## config.mk

```make
export PLATFORM = sky130hd
export DESIGN_NAME = sdgs_start_ctl
export DESIGN_NICKNAME = d
export VERILOG_FILES = /design/src/rtl/sdgs_pkg.sv /design/src/rtl/sdgs_group_map.sv /design/src/rtl/sdgs_cfg_watch.sv /design/src/rtl/sdgs_start_ctl.sv
export SDC_FILE = /design/constraint.sdc
export NUM_CORES = 1
export LEC_CHECK = 0
export BUFFER_PORTS_ARGS = -buffer_cell sky130_fd_sc_hd__buf_2
export CORE_MARGIN = 4
export CORE_UTILIZATION = 46
export CTS_BUF_LIST = sky130_fd_sc_hd__clkbuf_4 sky130_fd_sc_hd__clkbuf_8
export DETAILED_ROUTE_END_ITERATION = 8
export MAX_ROUTING_LAYER = met4
export PLACE_DENSITY = 0.81
export SKIP_CTS_REPAIR_TIMING = 1
export SYNTH_ARGS = -nofsm -noshare
export SYNTH_HDL_FRONTEND = slang
export SYNTH_SLANG_ARGS = --single-unit
```

## constraint.sdc

```tcl
create_clock -name clk -period 1.8 [get_ports clk]
set_input_delay 0.18 -clock clk [delete_from_list [all_inputs] [get_ports clk]]
set_output_delay 0.18 -clock clk [all_outputs]
set_load 0.1 [all_outputs]
```

## src/rtl/sdgs_pkg.sv

```systemverilog
package sdgs_pkg;

    localparam int SDGS_MAX_CH = 7;

    typedef logic [SDGS_MAX_CH-1:0] sdgs_vec_t;

    // Mask keeping every chain bit below the highest channel of an n-channel build.
    function automatic sdgs_vec_t sdgs_chain_mask(int n);
        sdgs_vec_t m;
        m = '0;
        for (int b = 0; b < SDGS_MAX_CH; b++) begin
            if (b < n - 1) m[b] = 1'b1;
        end
        return m;
    endfunction

endpackage

```

## src/rtl/sdgs_group_map.sv

```systemverilog
module sdgs_group_map #(
    parameter int N_CH = 4
) (
    input  logic                 clk,
    input  logic                 rst_n,
    input  logic [N_CH-1:0]      geff_i,
    output logic [N_CH*N_CH-1:0] member_o
);

    // member_o[j*N_CH+i] is set when channel j leads channel i.
    always_comb begin
        member_o = '0;
        for (int i = 0; i < N_CH; i++) begin
            logic found;
            found = 1'b0;
            for (int j = 0; j < N_CH; j++) begin
                if (j >= i && !found && !geff_i[j]) begin
                    member_o[j*N_CH+i] = 1'b1;
                    found = 1'b1;
                end
            end
        end
    end

    for (genvar gi = 0; gi < N_CH; gi++) begin : g_col
        logic [N_CH-1:0] col;
        for (genvar gj = 0; gj < N_CH; gj++) begin : g_bit
            assign col[gj] = member_o[gj*N_CH+gi];
        end
        AST_ONE_LEADER: assert property (@(posedge clk) disable iff (!rst_n)
            $countones(col) == 1);
    end

endmodule

```

## src/rtl/sdgs_cfg_watch.sv

```systemverilog
module sdgs_cfg_watch #(
    parameter int N_CH  = 4,
    parameter int OSR_W = 2,
    parameter int DIV_W = 2
) (
    input  logic                  clk,
    input  logic                  rst_n,
    input  logic [N_CH*OSR_W-1:0] osr_cfg_i,
    input  logic [DIV_W-1:0]      div_cfg_i,
    output logic [N_CH-1:0]       osr_chg_o,
    output logic                  div_chg_o
);

    typedef struct packed {
        logic [N_CH*OSR_W-1:0] osr;
        logic [DIV_W-1:0]      div;
    } watch_t;

    watch_t st_d, st_q;

    always_comb begin
        st_d.osr = osr_cfg_i;
        st_d.div = div_cfg_i;
        for (int k = 0; k < N_CH; k++) begin
            osr_chg_o[k] = osr_cfg_i[k*OSR_W +: OSR_W] != st_q.osr[k*OSR_W +: OSR_W];
        end
        div_chg_o = div_cfg_i != st_q.div;
    end

    always_ff @(posedge clk or negedge rst_n) begin
        if (!rst_n) st_q <= '0;
        else        st_q <= st_d;
    end

    AST_DIV_SETTLES: assert property (@(posedge clk) disable iff (!rst_n)
        (div_chg_o && $stable(div_cfg_i)) |=> !div_chg_o);

endmodule

```

## src/rtl/sdgs_start_ctl.sv

```systemverilog
module sdgs_start_ctl #(
    parameter int N_CH  = 4,
    parameter int OSR_W = 2,
    parameter int DIV_W = 2
) (
    input  logic                  clk,
    input  logic                  rst_n,
    input  logic [N_CH-1:0]       grp_cfg_i,
    input  logic [N_CH-1:0]       sng_cfg_i,
    input  logic [N_CH*OSR_W-1:0] osr_cfg_i,
    input  logic [DIV_W-1:0]      div_cfg_i,
    input  logic [N_CH-1:0]       start_set_i,
    input  logic [N_CH-1:0]       start_clr_i,
    input  logic [N_CH-1:0]       ifg_i,
    output logic [N_CH-1:0]       grp_o,
    output logic [N_CH-1:0]       run_o,
    output logic [N_CH-1:0]       flt_rst_o
);
    import sdgs_pkg::*;

    localparam int N_MEM = N_CH * N_CH;

    typedef struct packed {
        logic [N_CH-1:0] sc;
        logic [N_CH-1:0] rst;
    } ctl_t;

    ctl_t            ctl_d, ctl_q;
    logic [N_CH-1:0] geff;
    logic [N_MEM-1:0] member;
    logic [N_CH-1:0] osr_chg;
    logic            div_chg;
    logic [N_CH-1:0] grp_start, grp_stop, grp_osr;
    sdgs_vec_t       cmask;

    always_comb begin
        cmask = sdgs_chain_mask(N_CH);
        geff  = grp_cfg_i & cmask[N_CH-1:0];
    end

    sdgs_group_map #(.N_CH(N_CH)) u_map (
        .clk      (clk),
        .rst_n    (rst_n),
        .geff_i   (geff),
        .member_o (member)
    );

    sdgs_cfg_watch #(.N_CH(N_CH), .OSR_W(OSR_W), .DIV_W(DIV_W)) u_watch (
        .clk       (clk),
        .rst_n     (rst_n),
        .osr_cfg_i (osr_cfg_i),
        .div_cfg_i (div_cfg_i),
        .osr_chg_o (osr_chg),
        .div_chg_o (div_chg)
    );

    always_comb begin
        // Group-level events, one per potential leader.
        for (int j = 0; j < N_CH; j++) begin
            grp_start[j] = !geff[j] && start_set_i[j];
            grp_stop[j]  = !geff[j] &&
                           (start_clr_i[j] || (ifg_i[j] && sng_cfg_i[j] && ctl_q.sc[j]));
            grp_osr[j]   = 1'b0;
            for (int k = 0; k < N_CH; k++) begin
                if (member[j*N_CH+k] && osr_chg[k]) grp_osr[j] = 1'b1;
            end
        end
        // Per-channel next state.
        for (int i = 0; i < N_CH; i++) begin
            logic st, sp, oc;
            st = 1'b0;
            sp = 1'b0;
            oc = 1'b0;
            for (int j = 0; j < N_CH; j++) begin
                if (member[j*N_CH+i]) begin
                    st = st | grp_start[j];
                    sp = sp | grp_stop[j];
                    oc = oc | grp_osr[j];
                end
            end
            ctl_d.sc[i]  = (ctl_q.sc[i] || st) && !(start_clr_i[i] || sp);
            ctl_d.rst[i] = ctl_q.sc[i] && ctl_d.sc[i] && (div_chg || oc);
        end
    end

    always_ff @(posedge clk or negedge rst_n) begin
        if (!rst_n) ctl_q <= '0;
        else        ctl_q <= ctl_d;
    end

    assign grp_o     = geff;
    assign run_o     = ctl_q.sc;
    assign flt_rst_o = ctl_q.rst;

    for (genvar gi = 0; gi < N_CH; gi++) begin : g_chk
        AST_CLR_STOPS: assert property (@(posedge clk) disable iff (!rst_n)
            start_clr_i[gi] |=> !run_o[gi]);
        AST_RST_ONLY_RUN: assert property (@(posedge clk) disable iff (!rst_n)
            flt_rst_o[gi] |-> run_o[gi]);
        AST_SINGLE_END: assert property (@(posedge clk) disable iff (!rst_n)
            (!grp_o[gi] && sng_cfg_i[gi] && ifg_i[gi] && run_o[gi]) |=> !run_o[gi]);
        AST_LEADER_START: assert property (@(posedge clk) disable iff (!rst_n)
            (!grp_o[gi] && start_set_i[gi] && !start_clr_i[gi] && !ifg_i[gi])
            |=> run_o[gi]);
    end

endmodule

```

# Word level (Yosys, flattened, before mapping)
# Cells that the tools add are included.
word_totals:
  ff_bits: 18
  output_inout_bits: 12
op_classes:
  eq_ne: 5
  muxes: 49
  n_bitwise: 18
  reduce_logical: 62
op_table:
  columns: ["op", "count"]
  rows:
  - ["2-to-1 mux 1 bit", 49]
  - ["logical AND 1 bit", 38]
  - ["OR 1 bit", 18]
  - ["logical OR 1 bit", 16]
  - ["inequality test 2 bit", 5]
  - ["logical NOT 1 bit", 8]

# Longest topological paths before layout
# Gate-level depths: netlist of the first run.
logic_depth:
  word_depth: 16
  ltp_mapped: 5

# By module
# A second synthesis of the first run with hierarchy kept.
unflattened:
  hier_cells: 132
  hier_area_um2: 1162.4
by_module_without_submodules:
  columns: ["mod", "instances", "cells_per_inst", "area_each_um2", "seq_area_each_um2"]
  rows:
  - ["sdgs_start_ctl", 1, 90, 695.7, 200.2]
  - ["sdgs_cfg_watch", 1, 25, 356.6, 250.2]
  - ["sdgs_group_map", 1, 17, 110.1, 0.0]

# Worst setup path after synthesis of the first run
# No wires, ideal clock.
synth_timing:
  path_kind: "reg-to-reg"
  start: "register ctl_q, in the netlist run_o[3]"
  end: "register ctl_q, in the netlist flt_rst_o[1]"
  setup_time_ns: 0.132
  t_arrival_ns: 1.649
  path_slack_ns: 0.019
  stages_incl_launch_ff: 5
  n_path_buf: 0
  period_less_slack_ns: 1.781
  cell_sequence: "dfrtp_1 -> a31oi_1 -> a21oi_1 -> a211o_1 -> a211oi_2"
synth_rtl:
  columns: ["element", "line", "source"]
  rows:
  - ["start, declared", "sdgs_start_ctl.sv:28", "ctl_t ctl_d, ctl_q;"]
  - ["start signal, assigned", "sdgs_start_ctl.sv:88", "else ctl_q <= ctl_d;"]

==> metrics.cfg, run 1 <==
[global_routing]
grt_pass1_wl_mm = 3.13
grt.busiest_layer = met2
antenna_found_initial = 0
met3_usage_pct = 2.04
first_global_vias = 714
grtUsageMet1_pct = 20.5
grt_usage_pct = 16.5
grt-ovfl-total = 0
gr-usage-met2_pct = 25.3
grt_max_degree = 19

[power_and_ir_drop]
vdd_drop_max_uv = 404
p_leak_nw = 0.541
powerDensity_nw_per_um2 = 824

[final_layout]
multiInputGateArea_um2 = 338
regArea_um2 = 450
final_layout_size_suffix_gt1_share_pct = 38.7
fillers = 163
fin_cells = 144
finish.utilization_pct = 61.9
fin_nets = 153
diodes = 0
syn_to_final_growth_pct = 27.3

[yosys]
synth_edf_count = 0
ys_seq_area_share_pct = 53.1
yosys-top-cells-count = dfrtp_1, xnor2_1, a21oi_1
synth_top_area_share_pct = 53.1
yosysMostFrequentCell = dfrtp_1
synth.cell_area_um2 = 848
async_reset_ff_share_pct = 100
syn-instance-count = 79
syn-mean-instance-area_um2 = 10.7
synth_area_leaders = dfrtp_1, xnor2_1, a21oi_1, buf_4, inv_1
ys_warn_count = 0
synth.distinct_cells = 23
yosys.area.top_type = dfrtp_1
yosys_most_used_dff = dfrtp_1
ys_seq_elements = 18
synth_nets = 111

[setup_path]
crit_path_start_kind = register
crit_arrival_ns = 1.64
crit_type = register to register
endpoint_kind = register
path_max_fanout = 4
cp.required_ns = 2.01
slowest_stage = dfrtp_1
cpPeakStageDelay_ns = 0.41
crit_chain = a31oi_1, a21oi_1, a211o_1, a211oi_2

[cts]
cts_max_level = 1
cts_sinks = 18
clkSlewWorstSetupHoldPaths_ns = 0.09
root_buffer = clkbuf_4
clockBufferDepth = 2
cts-buffers-inserted = 3
cts_tree = built
clk_latency_ns = 0.28

[route]
dr.pass1.iters = 4
wl_per_cell_um = 12.3
avgViaCountPerCell = 4.90
vias = 705
antenna_left = 0
route.detailed.drc = 0
drt_iter0_markers = 18
drt_wl_total_mm = 1.77

[floorplan]
die_area_um2 = 2600
design.core.area_um2 = 1750
die_h_um = 50.9
num_io_pins = 44
dieWidth_um = 50.9
rows = 15
initial_utilization_pct = 48.6

[outcome]
status = finished, final reports clean

[sta]
hold_viol_final = 0
setup_viol = 0
fin_crit_sh_pct = 79.3
fmax_mhz = 700
hold_slack_ns = 0.0216
rsz0062_at_grt = no
layout_min_cycle_time_ns = 1.43
skew_ns = 0.00140
setup_tns_ns = 0
maxSlewViolCount = 0

[hold_path]
holdCritPathClass = primary input to register

[placement]
routabilityCongestion = 0.852
dp_cells = 140
place_hpwl_mm = 1.48
placement.io_buffers = 41

[job]
maxCapViolations = 0

flip-flops by register name, indices dropped and copies added (netlist names):
signal,cells
flt_rst_o,4
run_o,4
u_watch.st_q,10
placed cells by master (no fill, tap or decap), drive strengths merged:
master	netlist	routed
buf	5	41
dfrtp	18	18
xnor2	10	10
a21oi	8	8
nor2	6	6
nand2	6	6
inv	6	6
clkbuf	0	3
a211oi	3	3
a311oi	2	2
mux2i	2	2
o21a	2	2
a2111oi	2	2
a31oi	1	1
nand3	1	1
a211o	1	1
nor3	1	1
nand4	1	1
o311ai	1	1
a41o	1	1
o31ai	1	1
conb	1	1
dlygate4sd3	0	1
where the power goes:
group,internal [mW],switching (mW)
Sequential,0.426,0.0118
Combinational,0.0718,0.193
Clock,0.0777,0.109
Total,0.576,0.315
kinds of logic after synthesis:
family,after synthesis,synth area share (%)
flip-flops,18,53.1
XOR/XNOR,10,10.3
AND/OR/NAND/NOR,15,7.23
other,1,0.442
buffers and inverters,11,7.08
AO/OA/AOI/OAI,22,19.5
multiplexers,2,2.36
critical path: cells and delay by family, from the launching register on:
| family | cells | cell delay (ns) |
|---|---|---|
| DFF | 1 | 0.41 |
| AOI/OAI and AO/OA | 4 | 0.94 |
through the flow:
stage / worst slack [ns] / power, mW / cell area, um^2
after floorplan: 0.0190 / 0.641 / 848
after global routing: 0.206 / 0.942 / 1080
after global placement: 0.404 / 0.706 / 1050
after detailed placement: 0.400 / 0.711 / 1050
after CTS: 0.376 / 0.906 / 1070
final: 0.372 / 0.890 / 1080
per-layer routing:
layer	share of wire (%)	vias to the layer above	wire length [um]
li1	-	358	-
met1	42	316	736
met2	50	29	892
met3	7.0	2	124
met4	1.1	0	20
met5	0	-	0
path summary, 6_finish.rpt:
check / slack (ns) / cells after the start / startpoint / endpoint
hold / removal: 0.02 / 1 / osr_cfg_i[5] / u_watch.st_q[7]$_DFF_PN0_
max in group asynchronous: 1.18 / 2 / rst_n / u_watch.st_q[2]$_DFF_PN0_
setup / recovery: 0.37 / 4 / run_o[3]$_DFF_PN0_ / flt_rst_o[1]$_DFF_PN0_
hold reg to reg: 0.56 / 1 / run_o[3]$_DFF_PN0_ / run_o[3]$_DFF_PN0_
min in group asynchronous: 0.35 / 2 / rst_n / u_watch.st_q[9]$_DFF_PN0_
setup reg to reg: 0.37 / 4 / run_o[3]$_DFF_PN0_ / flt_rst_o[1]$_DFF_PN0_
final cells by class:
type                            instances  area share [%]
Sequential cell                        18            41.7
Multi-Input combinational cell         50            31.3
Timing Repair Buffer                   42            19.9
Tap cell                               25            2.90
Clock buffer                            3            2.09
Inverter                                6            2.09
Note: power is estimated with default switching activity, not from simulation.
==> run 2: changes to the inputs <==
==> constraint.sdc (replaced) <==
create_clock -name clk -period 1.45 [get_ports clk]
set_input_delay 0.145 -clock clk [delete_from_list [all_inputs] [get_ports clk]]
set_output_delay 0.145 -clock clk [all_outputs]
set_load 0.1 [all_outputs]
==> run 2 against run 1 <==
Against the previous run:
- cell area up 14%
- power is 38% higher
- sequential power is 25% higher
- maximum frequency grew 1.9%
- via count up 11%
- cell count up 7.6%
- die area is the same
- hold slack gained 0.0030 ns
- combinational power rose by 37%
- largest power group unchanged
- routed wire length increased by 17%
- highest routed layer unchanged
- first-iteration DRC count is 28% lower
- critical endpoint unchanged
- non-clock buffer count up 10
==> metrics.cfg, run 2 (same netlist as run 1, synthesis figures left out) <==
[power_and_ir_drop]
p_clk_share_pct = 25.6
p_leak_nw = 0.588
powerDensity_nw_per_um2 = 995
pwr-share-comb_pct = 29.7
p_sw_uw = 430
p_seq_share_pct = 44.7
power.share.switching_pct = 35.1
vdd_drop_max_uv = 555
p_int_uw = 796

[sta]
fin_crit_sh_pct = 96.6
layout_min_cycle_time_ns = 1.40
setup_tns_ns = 0
skew_ns = 0.00242
maxSlewViolCount = 0
fmax_mhz = 714
hold_viol_final = 0
rsz0062_at_grt = yes
hold_slack_ns = 0.0245
worst_slack_ns = 0.0488
setup_viol = 0

[cts]
clk_latency_ns = 0.30
cts_max_level = 1
clkSlewWorstSetupHoldPaths_ns = 0.10
clockBufferDepth = 2
cts_tree = built
cts_sinks = 18
cts-buffers-inserted = 3
root_buffer = clkbuf_4

[setup_path]
slowest_stage = dfrtp_4
crit_chain = a31oi_4, a21oi_2, a211o_1, a211oi_2
cpPeakStageDelay_ns = 0.51
crit_arrival_ns = 1.63
endpoint_kind = register
crit_type = register to register
path_max_fanout = 4
cp.required_ns = 1.67
crit_path_start_kind = register

[final_layout]
largest_reg_flops = 10
fin_cells = 155
syn_to_final_growth_pct = 45.3
diodes = 0
mostFrequentLayoutCell = buf_2
final_layout_size_suffix_gt1_share_pct = 42.3
final_cell_mix = buf_2, dfrtp_1, dlygate4sd3_1
fin_nets = 163
finish.utilization_pct = 70.6
top_register = u_watch.st_q

[placement]
pre_cts_ws_ns = 0.0357
placement.io_buffers = 41
place_hpwl_mm = 1.46
dp_cells = 140
routabilityCongestion = 0.719

[floorplan]
num_io_pins = 44
dieWidth_um = 50.9
rows = 15
die_h_um = 50.9
initial_utilization_pct = 48.6
design.core.area_um2 = 1750
die_area_um2 = 2600

[route]
met3WireLength_um = 165
wl_per_cell_um = 13.3
avgViaCountPerCell = 5.06
drt-met1-wl_um = 808
drt_wl_total_mm = 2.07
dr_wl_met2_mm = 1.01
top_layer_used = met4
vias = 784
dr.pass1.iters = 4
drt_iter0_markers = 13
route.detailed.drc = 0
antenna_left = 0

[job]
maxCapViolations = 0

[global_routing]
grt_pass1_wl_mm = 3.06
grt_usage_pct = 16.3
grt-ovfl-total = 0
first_global_vias = 767
antenna_found_initial = 0
grt_max_degree = 19

[outcome]
status = finished, final reports clean

[hold_path]
holdCritPathClass = primary input to register

-- run 2: changes by cell type in the layout (fill, tap and decap cells not counted), sizes merged --
cell	delta
clkbuf	+1
dlygate4sd3	+10
-- run 2: layout make-up --
class                           instances  area [um^2]
Inverter                                6         22.5
Clock buffer                            4         36.3
Tap cell                               25         31.3
Sequential cell                        18          458
Multi-Input combinational cell         50          369
Timing Repair Buffer                   52          315
Fill cell                             137          513
-- run 2: per-layer routing --
layer,GRT usage (%),vias to the layer above
met5,-,-
met4,10.8,0
met3,2.33,8
met2,27.0,33
met1,18.3,366
li1,-,377
-- run 2: critical path: cells and delay by family, from the launching register on --
| family | cells | cell delay (ns) |
|---|---|---|
| AOI/OAI and AO/OA | 4 | 0.81 |
| DFF | 1 | 0.51 |
-- run 2: final timing paths --
kind                                             end               start  slack, ns  cells past startpoint
setup / recovery              flt_rst_o[1]$_DFF_PN0_  run_o[3]$_DFF_PN0_       0.05                      4
hold / removal                    run_o[2]$_DFF_PN0_      start_clr_i[2]       0.02                      2
setup reg to reg              flt_rst_o[1]$_DFF_PN0_  run_o[3]$_DFF_PN0_       0.05                      4
hold reg to reg                   run_o[1]$_DFF_PN0_  run_o[1]$_DFF_PN0_       0.56                      2
max in group asynchronous         run_o[3]$_DFF_PN0_               rst_n       0.84                      2
min in group asynchronous  u_watch.st_q[3]$_DFF_PN0_               rst_n       0.29                      2
-- run 2: power groups by stage --
stage	sequential (mW)	combinational (mW)	clock, mW
2_1_floorplan	0.655	0.146	0
3_3_place_gp	0.556	0.329	0
3_5_place_dp	0.557	0.333	0
4_1_cts	0.547	0.334	0.307
5_1_grt	0.551	0.389	0.334
6_report	0.548	0.364	0.314
-- run 2: metrics by stage --
stage,area [um^2],power [mW]
6_report,1230,1.23
5_1_grt,1230,1.27
4_1_cts,1110,1.19
3_5_place_dp,1070,0.890
3_3_place_gp,1070,0.885
2_1_floorplan,871,0.801
